<file path="config.mk">
export PLATFORM = sky130hd
export DESIGN_NAME = rdf_deframer
export DESIGN_NICKNAME = d
export VERILOG_FILES = /design/src/rtl/rdf_pkg.sv /design/src/rtl/rdf_baseband.sv /design/src/rtl/rdf_counters.sv /design/src/rtl/rdf_aux_pack.sv /design/src/rtl/rdf_deframer.sv
export SDC_FILE = /design/constraint.sdc
export NUM_CORES = 1
export LEC_CHECK = 0
export ABC_CLOCK_PERIOD_IN_PS = 2400
export BUFFER_PORTS_ARGS = -buffer_cell sky130_fd_sc_hd__buf_2
export CAP_MARGIN = 15
export CORE_MARGIN = 3
export CORE_UTILIZATION = 54
export DETAILED_ROUTE_END_ITERATION = 6
export GPL_TIMING_DRIVEN = 0
export PLACE_DENSITY = 0.8
export SLEW_MARGIN = 10
export SYNTH_ARGS = -nofsm -noshare
export SYNTH_HDL_FRONTEND = slang
export SYNTH_SLANG_ARGS = --single-unit
</file>
<file path="constraint.sdc">
create_clock -name clk -period 2.4 [get_ports clk]
set_input_delay 0.48 -clock clk [delete_from_list [all_inputs] [get_ports clk]]
set_output_delay 0.48 -clock clk [all_outputs]
set_load 0.03 [all_outputs]
</file>
<file path="src/rtl/rdf_pkg.sv">
package rdf_pkg;
  localparam int SAMP_W = 12;
  localparam int WORD_W = 40;

  typedef struct packed {
    logic signed [SAMP_W-1:0] q;
    logic signed [SAMP_W-1:0] i;
  } iq_t;

  // Negation that maps the most negative code to the most positive one.
  function automatic logic signed [SAMP_W-1:0] neg_sat(input logic signed [SAMP_W-1:0] v);
    logic signed [SAMP_W-1:0] lo;
    lo = {1'b1, {(SAMP_W-1){1'b0}}};
    if (v == lo) return {1'b0, {(SAMP_W-1){1'b1}}};
    return -v;
  endfunction

  function automatic logic signed [SAMP_W-1:0] alt_sign(input logic signed [SAMP_W-1:0] v,
                                                       input logic odd);
    return odd ? neg_sat(v) : v;
  endfunction
endpackage

</file>
<file path="src/rtl/rdf_baseband.sv">
module rdf_baseband
  import rdf_pkg::*;
(
  input  logic [WORD_W-1:0] word,
  input  logic              odd_pair,
  output iq_t               iq
);
  logic signed [SAMP_W-1:0] even_s, odd_s;
  assign even_s = word[SAMP_W-1:0];
  assign odd_s  = word[2*SAMP_W-1:SAMP_W];

  always_comb begin
    iq.i = alt_sign(even_s, odd_pair);
    iq.q = alt_sign(odd_s, odd_pair);
  end
endmodule

</file>
<file path="src/rtl/rdf_counters.sv">
module rdf_counters #(
  parameter int PAIRS        = 2032,
  parameter int PULSES       = 512,
  parameter int SHORT_PAIRS  = 32,
  parameter int SHORT_PULSES = 4,
  parameter int FRAME_W      = 8,
  localparam int IDX_W = $clog2(PAIRS),
  localparam int PUL_W = $clog2(PULSES)
) (
  input  logic               clk,
  input  logic               rst_n,
  input  logic               short_count,
  input  logic               step,
  output logic [IDX_W-1:0]   idx,
  output logic [PUL_W-1:0]   pulse,
  output logic [FRAME_W-1:0] frame,
  output logic [IDX_W-1:0]   last_idx,
  output logic               pulse_end,
  output logic               frame_end
);
  logic [PUL_W-1:0] last_pulse;

  assign last_idx   = short_count ? IDX_W'(SHORT_PAIRS - 1) : IDX_W'(PAIRS - 1);
  assign last_pulse = short_count ? PUL_W'(SHORT_PULSES - 1) : PUL_W'(PULSES - 1);
  assign pulse_end  = step && (idx == last_idx);
  assign frame_end  = pulse_end && (pulse == last_pulse);

  always_ff @(posedge clk or negedge rst_n) begin
    if (!rst_n) begin
      idx   <= '0;
      pulse <= '0;
      frame <= '0;
    end else if (step) begin
      if (pulse_end) begin
        idx <= '0;
        if (frame_end) begin
          pulse <= '0;
          frame <= frame + 1'b1;
        end else begin
          pulse <= pulse + 1'b1;
        end
      end else begin
        idx <= idx + 1'b1;
      end
    end
  end
endmodule

</file>
<file path="src/rtl/rdf_aux_pack.sv">
module rdf_aux_pack #(
  parameter int AUX_W = 16
) (
  input  logic               clk,
  input  logic               rst_n,
  input  logic               step,
  input  logic               pol_bit,
  input  logic               aux_bit,
  output logic [2*AUX_W-1:0] packed_word
);
  logic [AUX_W-2:0] pol_sr, aux_sr;

  always_ff @(posedge clk or negedge rst_n) begin
    if (!rst_n) begin
      pol_sr <= '0;
      aux_sr <= '0;
    end else if (step) begin
      pol_sr <= {pol_sr[AUX_W-3:0], pol_bit};
      aux_sr <= {aux_sr[AUX_W-3:0], aux_bit};
    end
  end

  // Earliest bit ends in the MSB once the final bit is appended.
  assign packed_word = {pol_sr, pol_bit, aux_sr, aux_bit};
endmodule

</file>
<file path="src/rtl/rdf_deframer.sv">
module rdf_deframer
  import rdf_pkg::*;
#(
  parameter logic [39:0] PREAMBLE = 40'hC3_5A96_A55A,
  parameter int PAIRS        = 2032,
  parameter int PULSES       = 512,
  parameter int SHORT_PAIRS  = 32,
  parameter int SHORT_PULSES = 4,
  parameter int FRAME_W      = 8,
  parameter int AUX_W        = 16,
  localparam int IDX_W   = $clog2(PAIRS),
  localparam int PUL_W   = $clog2(PULSES),
  localparam int AUX_LOG = $clog2(AUX_W)
) (
  input  logic                clk,
  input  logic                rst_n,
  input  logic                bypass_sync,
  input  logic                short_count,
  input  logic                in_valid,
  input  logic [39:0]         in_word,
  input  logic                samp_full,
  input  logic                aux_full,
  input  logic                tx_valid,
  output logic                samp_wr,
  output logic [23:0]         samp_data,
  output logic                aux_wr,
  output logic [2*AUX_W-1:0]  aux_data,
  output logic                overflow,
  output logic                in_pulse,
  output logic [IDX_W-1:0]    rx_word_idx,
  output logic [PUL_W-1:0]    rx_pulse_cnt,
  output logic [FRAME_W-1:0]  rx_frame_cnt,
  output logic [IDX_W-1:0]    tx_word_idx,
  output logic [PUL_W-1:0]    tx_pulse_cnt,
  output logic [FRAME_W-1:0]  tx_frame_cnt
);
  // Named internal events for the checker.
  logic              pre_hit;
  logic              body_acc;
  logic              aux_req;
  logic              rx_pulse_end;
  logic              rx_frame_end;
  logic [IDX_W-1:0]  rx_last_idx;
  logic [IDX_W-1:0]  tx_last_idx;
  logic              tx_pulse_end, tx_frame_end;
  iq_t               bb_iq;
  logic [2*AUX_W-1:0] aux_packed;

  assign pre_hit  = in_valid && !in_pulse && !bypass_sync && (in_word == PREAMBLE);
  assign body_acc = in_valid && (in_pulse || bypass_sync);
  assign aux_req  = body_acc && (&rx_word_idx[AUX_LOG-1:0]);

  rdf_counters #(
    .PAIRS(PAIRS), .PULSES(PULSES), .SHORT_PAIRS(SHORT_PAIRS),
    .SHORT_PULSES(SHORT_PULSES), .FRAME_W(FRAME_W)
  ) u_rx_cnt (
    .clk(clk), .rst_n(rst_n), .short_count(short_count), .step(body_acc),
    .idx(rx_word_idx), .pulse(rx_pulse_cnt), .frame(rx_frame_cnt),
    .last_idx(rx_last_idx), .pulse_end(rx_pulse_end), .frame_end(rx_frame_end)
  );

  rdf_counters #(
    .PAIRS(PAIRS), .PULSES(PULSES), .SHORT_PAIRS(SHORT_PAIRS),
    .SHORT_PULSES(SHORT_PULSES), .FRAME_W(FRAME_W)
  ) u_tx_cnt (
    .clk(clk), .rst_n(rst_n), .short_count(short_count), .step(tx_valid),
    .idx(tx_word_idx), .pulse(tx_pulse_cnt), .frame(tx_frame_cnt),
    .last_idx(tx_last_idx), .pulse_end(tx_pulse_end), .frame_end(tx_frame_end)
  );

  rdf_baseband u_bb (
    .word(in_word), .odd_pair(rx_word_idx[0]), .iq(bb_iq)
  );

  rdf_aux_pack #(.AUX_W(AUX_W)) u_aux (
    .clk(clk), .rst_n(rst_n), .step(body_acc),
    .pol_bit(in_word[2*SAMP_W]), .aux_bit(in_word[2*SAMP_W+1]),
    .packed_word(aux_packed)
  );

  always_ff @(posedge clk or negedge rst_n) begin
    if (!rst_n) begin
      in_pulse  <= 1'b0;
      samp_wr   <= 1'b0;
      samp_data <= '0;
      aux_wr    <= 1'b0;
      aux_data  <= '0;
      overflow  <= 1'b0;
    end else begin
      if (pre_hit)
        in_pulse <= 1'b1;
      else if (rx_pulse_end)
        in_pulse <= 1'b0;

      samp_wr <= body_acc && !samp_full;
      if (body_acc)
        samp_data <= bb_iq;

      aux_wr <= aux_req && !aux_full;
      if (aux_req)
        aux_data <= aux_packed;

      if ((body_acc && samp_full) || (aux_req && aux_full))
        overflow <= 1'b1;
    end
  end
endmodule

</file>
After elaboration in Yosys (flattened, before gate mapping)
Cells that the tools add are included.
Widths: inputs -> output; s select.
{ "totals": {"output_inout_bits": 116, "word_cells": 70, "ff_bits": 146, "in_bits": 48} }
{ "classes": {"muxes": 16, "add_sub_neg": 8, "reduce_logical": 25, "eq_ne": 7} }
{ "op_table": {"columns": ["operator", "count"], "rows": [
  ["$mux 12", 6],
  ["$eq 40x40->1 const B", 1],
  ["$mux 11", 3],
  ["$mux 9", 3],
  ["$eq 12x12->1 const B", 2],
  ["$neg 12->12", 2],
  ["$add 11x1->11 const B", 2],
  ["$eq 11x11->1", 2],
  ["$add 9x1->9 const B", 2],
  ["$eq 9x9->1", 2],
  ["$add 8x1->8 const B", 2],
  ["$logic_and 1x1->1", 13],
  ["$reduce_and 3->1", 2],
  ["$logic_not 1->1", 4],
  ["$mux 1", 4],
  ["$reduce_and 2->1", 2],
  ["$reduce_and 4->1", 1],
  ["$logic_or 1x1->1", 2],
  ["$reduce_bool 2->1", 1]
]} }

Longest topological paths before layout
{ "logic_depth": {"word_depth": 5, "depth_mapped": 8} }

Hierarchy
A second synthesis with hierarchy kept.
{ "hier_totals": {"cells_unflattened": 666, "hier_area_um2": 7435.9} }
{ "modules_own_cells": {"columns": ["module", "area_each_um2", "seq_area_each_um2", "instances", "cells_each"], "rows": [
  ["rdf_counters", 1503.9, 700.7, 2, 150],
  ["rdf_deframer", 2492.4, 1501.4, 1, 196],
  ["rdf_aux_pack", 1249.9, 750.7, 1, 65],
  ["rdf_baseband", 685.7, 0.0, 1, 105]
]} }

Worst setup path after synthesis
OpenSTA, ideal clock, no wires.
{ "synth_path": {"path_type": "input to register", "start": "input port in_word[12]", "end": "register samp_data[22]", "n_path_buf": 0, "arrival_time_ps": 2003, "path_stages": 7, "setup_ps": 136, "t_required_ps": 2264, "setup_slack_ps": 261, "path_cell_list": "inv_1 > ha_1 > or3b_1 > or4_1 > o31a_1 > o22ai_1 > o21ai_0"} }
{ "synth_via": {"elab_chain_len": 4, "word_cells_on_any_way": 5, "classes_between": "add/sub: 1; eq/ne: 1; mux: 3"} }
{ "synth_rtl": {"columns": ["element", "line", "text"], "rows": [
  ["start: declaration", "rdf_deframer.sv:20", "input logic [39:0] in_word,"],
  ["parallel branches: the longest is 2 deep, another holds $neg 12->12", null, null],
  ["$mux 12 (*)", "rdf_pkg.sv:15", "return -v;"],
  ["$mux 12 (*)", "rdf_pkg.sv:20", "return odd ? neg_sat(v) : v;"],
  ["end signal: assignment", "rdf_deframer.sv:97", "samp_data <= bb_iq;"],
  ["end: declaration", "rdf_deframer.sv:25", "output logic [23:0] samp_data,"]
]} }
Every way passes the cells marked *.
A chain may end at the register's enable or synchronous reset.

Final worst setup path
{ "layout_path": {"start": "register u_rx_cnt.idx[6]", "end": "register u_rx_cnt.frame[1]"} }
{ "layout_via": {"elab_chain_len": 4} }
{ "layout_rtl": {"columns": ["element", "line", "text"], "rows": [
  ["start: declaration", "rdf_counters.sv:14", "output logic [IDX_W-1:0] idx,"],
  ["start signal: assignment", "rdf_counters.sv:43", "idx <= idx + 1'b1;"],
  ["$eq 11x11->1 (*)", "rdf_counters.sv:25", "assign pulse_end = step && (idx == last_idx);"],
  ["$logic_and 1x1->1 (*)", "rdf_counters.sv:25", null],
  ["$logic_and 1x1->1", "rdf_counters.sv:26", "assign frame_end = pulse_end && (pulse == last_pulse);"],
  ["$reduce_and 3->1 (no line) (*)", null, null],
  ["end signal: assignment", "rdf_counters.sv:38", "frame <= frame + 1'b1;"],
  ["end: declaration", "rdf_counters.sv:16", "output logic [FRAME_W-1:0] frame,"]
]} }
Every way passes the cells marked *; elsewhere a longest branch is shown, timed or not.

==> flow_summary.yaml <==
timing:
  rsz0062_at_grt: "false"
  min_period_over_period_pct: 89.56
  drv_slew: 0
  setup_slack_ns: 0.2505
  tightest_slew_ns: 0.5686
  hold_violations: 0
  fmax_mhz: 465.2
  slew_headroom_pct: 61.69
  post-route-min-period_ns: 2.150
  finalSetupViolCount: 0
  fin_worst_skew_ns: 0.009492
layout:
  diodes: 0
  drive_above_1_share_pct: 25.46
  instances_no_fill: 1087
  final_area_mm2: 0.008541
  fin_util_pct: 69.94
  final_net_count: 964
  area_growth_pct: 24.52
synthesis:
  synth_seq_cells: 146
  async_flop_share_pct: 100.0
  synth_area_leaders: "dfrtp_1 (53%), nand2_1 (12%), xnor2_1 (3.6%), nor2_1 (3.3%), xor2_1 (3.1%)"
  synthDominantCellAreaShare_pct: 53.27
  syn_nets: 780
  yosysSeqAreaShare_pct: 53.27
  syn_area_mm2: 0.006859
  synth-simple-area-share_pct: 25.37
  synthDistinctLibCells: 66
  synth_top_area_cell: "dfrtp_1"
  synth_top_family_by_area: "simple AND/OR/NAND/NOR gates"
  synth-compound-area-share_pct: 8.081
  synth_flop_cell: "dfrtp_1"
  synth_xor_area_share_pct: 6.640
  avgSynthCellArea_um2: 9.500
  synth_mux_area_share_pct: 1.551
  syn_inst: 722
  synth_edf_count: 0
  ys_warn_count: 0
  synth_fa_ha_area_share_pct: 1.824
route:
  drt_iter0_drc: 403
  detail_route.wl_per_cell_um: 15.36
  num_vias: 5799
  viasPerCell: 5.335
  drt-total-wl_um: 16690
  remaining_drc_errors: 0
  first_pass_iters: 4
  ant_nets: 0
floorplan:
  die_w_um: 118.7
  die-height_um: 118.7
  dieArea_mm2: 0.01409
  initial_utilization_pct: 56.17
  rows: 40
  boundaryPins: 164
  coreArea_mm2: 0.01221
critical_path:
  r2r_cells: 5
  end_kind: "flop"
  cp_max_fo: 6
  reg2reg_slack_ns: 0.25
  worst_ep_arrival_time_ns: 2.45
  reg2reg_from: "u_rx_cnt.idx[6]$_DFFE_PN0N_"
  critical_path_class: "reg -> reg"
  required_ns: 2.70
  r2r_end: "u_rx_cnt.frame[1]$_DFFE_PN0P_"
  crit_path_start_kind: "flop"
grt:
  grt.total_usage_pct: 24.33
  grt_pass1_wl_um: 27740
  first_global_vias: 5595
  grt-ovfl-total: 0
  grt_max_degree: 107
  antenna_found_initial: 0
cts:
  clock-sinks: 146
  root_buffer: "clkbuf_16"
  post_cts_buffers: 0
  cts_buffers: 17
  cts_hold_buffers: 1
  cts_tree: "done"
  cts_buffer_depth: 2
  h-tree-depth: 4
  cts-resized-gates: 0
  path_clk_slew_ns: 0.06
  clk_latency_ns: 0.42
placement:
  dpl_cell_area_mm2: 0.007923
  hpwl_um: 11780
  io_buffers: 163
  dpl_worst_slack_ns: -0.02128
  dp.cells: 1054
  gp_congestion: 0.8537
min_path:
  min_from: "aux_full"
  hold_depth: 2
  hold_path_class: "in -> reg"
  holdPathEnd: "aux_wr$_DFF_PN0_"
pwr:
  leakage_nw: 4.418
  fin_total_pwr_mw: 7.359
  vdd_drop_max_mv: 0.5612
  p_per_area_mw_per_mm2: 861.6
flow_run:
  drv_cap: 0
outcome:
  outcome: "finished clean"
-- synthesized netlist by cell type, drive strengths merged (4+ instances only) --
master / count
nand2: 227
dfrtp: 146
nor2: 62
xnor2: 28
a21oi: 25
nand3: 25
xor2: 24
o21ai: 21
buf: 19
nand4: 13
clkbuf: 12
inv: 12
ha: 10
nor3: 8
a31oi: 6
and3: 6
and4: 6
mux2i: 5
nor4: 5
o22ai: 5
o31ai: 5
or4: 5
a22o: 4
mux2: 4
nor2b: 4
-- worst max-delay path, cell delays in order (launching register included) --
cell and delay [ns]:
dfrtp_1 0.45, or4b_1 0.56, nor4b_2 0.26, o21ai_1 0.15, nor2_1 0.25, mux2_2 0.37
-- flip-flops by register name, indices dropped and copies added (netlist names) --
signal / flops
u_rx_cnt.idx: 11
aux_data: 32
u_tx_cnt.idx: 11
overflow: 1
u_tx_cnt.pulse: 9
u_aux.aux_sr: 15
samp_wr: 1
aux_wr: 1
samp_data: 24
u_rx_cnt.pulse: 9
in_pulse: 1
u_rx_cnt.frame: 8
u_tx_cnt.frame: 8
u_aux.pol_sr: 15
-- through the flow --
stage	hold WS (ns)	TNS, ns
6_report	0.2445	0
2_1_floorplan	0.1844	0
4_1_cts	0.2258	0
3_3_place_gp	0.4554	-177.77
3_5_place_dp	0.3820	-0.04502
5_1_grt	0.2498	0
-- kinds of logic after synthesis --
group,Yosys count
AOI/OAI and AO/OA,83
adders and majority gates,10
muxes,9
xor gates and xnor gates,52
buffers and inverters,43
DFF,146
and+or+nand+nor,379
-- area by class of cell --
cell class              instances  area [um^2]
plain buffers                  31        178.9
clock inverters                10        123.9
well taps                     168        210.2
repair buffers                165        863.3
multi-input cells             533         2982
inverters                      12        45.04
fillers                       998         3671
clock buffers                  22        484.2
flip-flops and latches        146         3654
-- power by group --
group,total [mW],switching [mW],internal (mW)
combinational,1.57,1.07,0.500
clock,2.69,1.03,1.65
sequential,3.11,0.310,2.80
total,7.36,2.41,4.95
-- metal layers --
metal / part of all wire [%] / vias to the layer above / routed length (um) / global-route usage (%)
met3: 5.9 / 23 / 986 / 5.933
met1: 44 / 2809 / 7417 / 32.64
li1: - / 2794 / - / -
met4: 1.8 / 0 / 308 / 7.603
met5: 0 / - / 0 / 0
met2: 48 / 173 / 7982 / 39.22
-- worst max-delay path by stage --
stage	startpoint	to	slack, ns	cells after the start
finish	u_rx_cnt.idx[6]$_DFFE_PN0N_	u_rx_cnt.frame[1]$_DFFE_PN0P_	0.25	5
global route	u_rx_cnt.idx[6]$_DFFE_PN0N_	u_rx_cnt.frame[1]$_DFFE_PN0P_	0.08	5
CTS	u_rx_cnt.idx[6]$_DFFE_PN0N_	u_rx_cnt.frame[1]$_DFFE_PN0P_	0.23	5
detailed placement	in_word[12]	samp_data[22]$_DFFE_PN0N_	-0.02	8
global placement	rst_n	aux_data[16]$_DFFE_PN0N_	-1.23	1
floorplan	in_word[12]	samp_data[22]$_DFFE_PN0N_	0.26	7
-- cells in the final DEF (no fill, tap or decap), types with 4 or more instances in the layout --
cell	count
nand4_1	12
nand2_1	226
a31oi_1	6
o31ai_1	5
inv_1	12
nor4_1	5
a21oi_1	23
nor2b_1	4
nand3_1	22
mux2i_1	5
clkbuf_1	13
nor2_1	61
and4_1	5
a22o_1	4
o21ai_0	18
clkbuf_8	4
xnor2_1	28
o22ai_1	5
dfrtp_1	146
buf_1	7
nor3_1	7
buf_6	4
xor2_1	24
and3_1	6
clkbuf_16	17
buf_2	166
ha_1	10
Note: power is estimated with default switching activity, not from simulation.
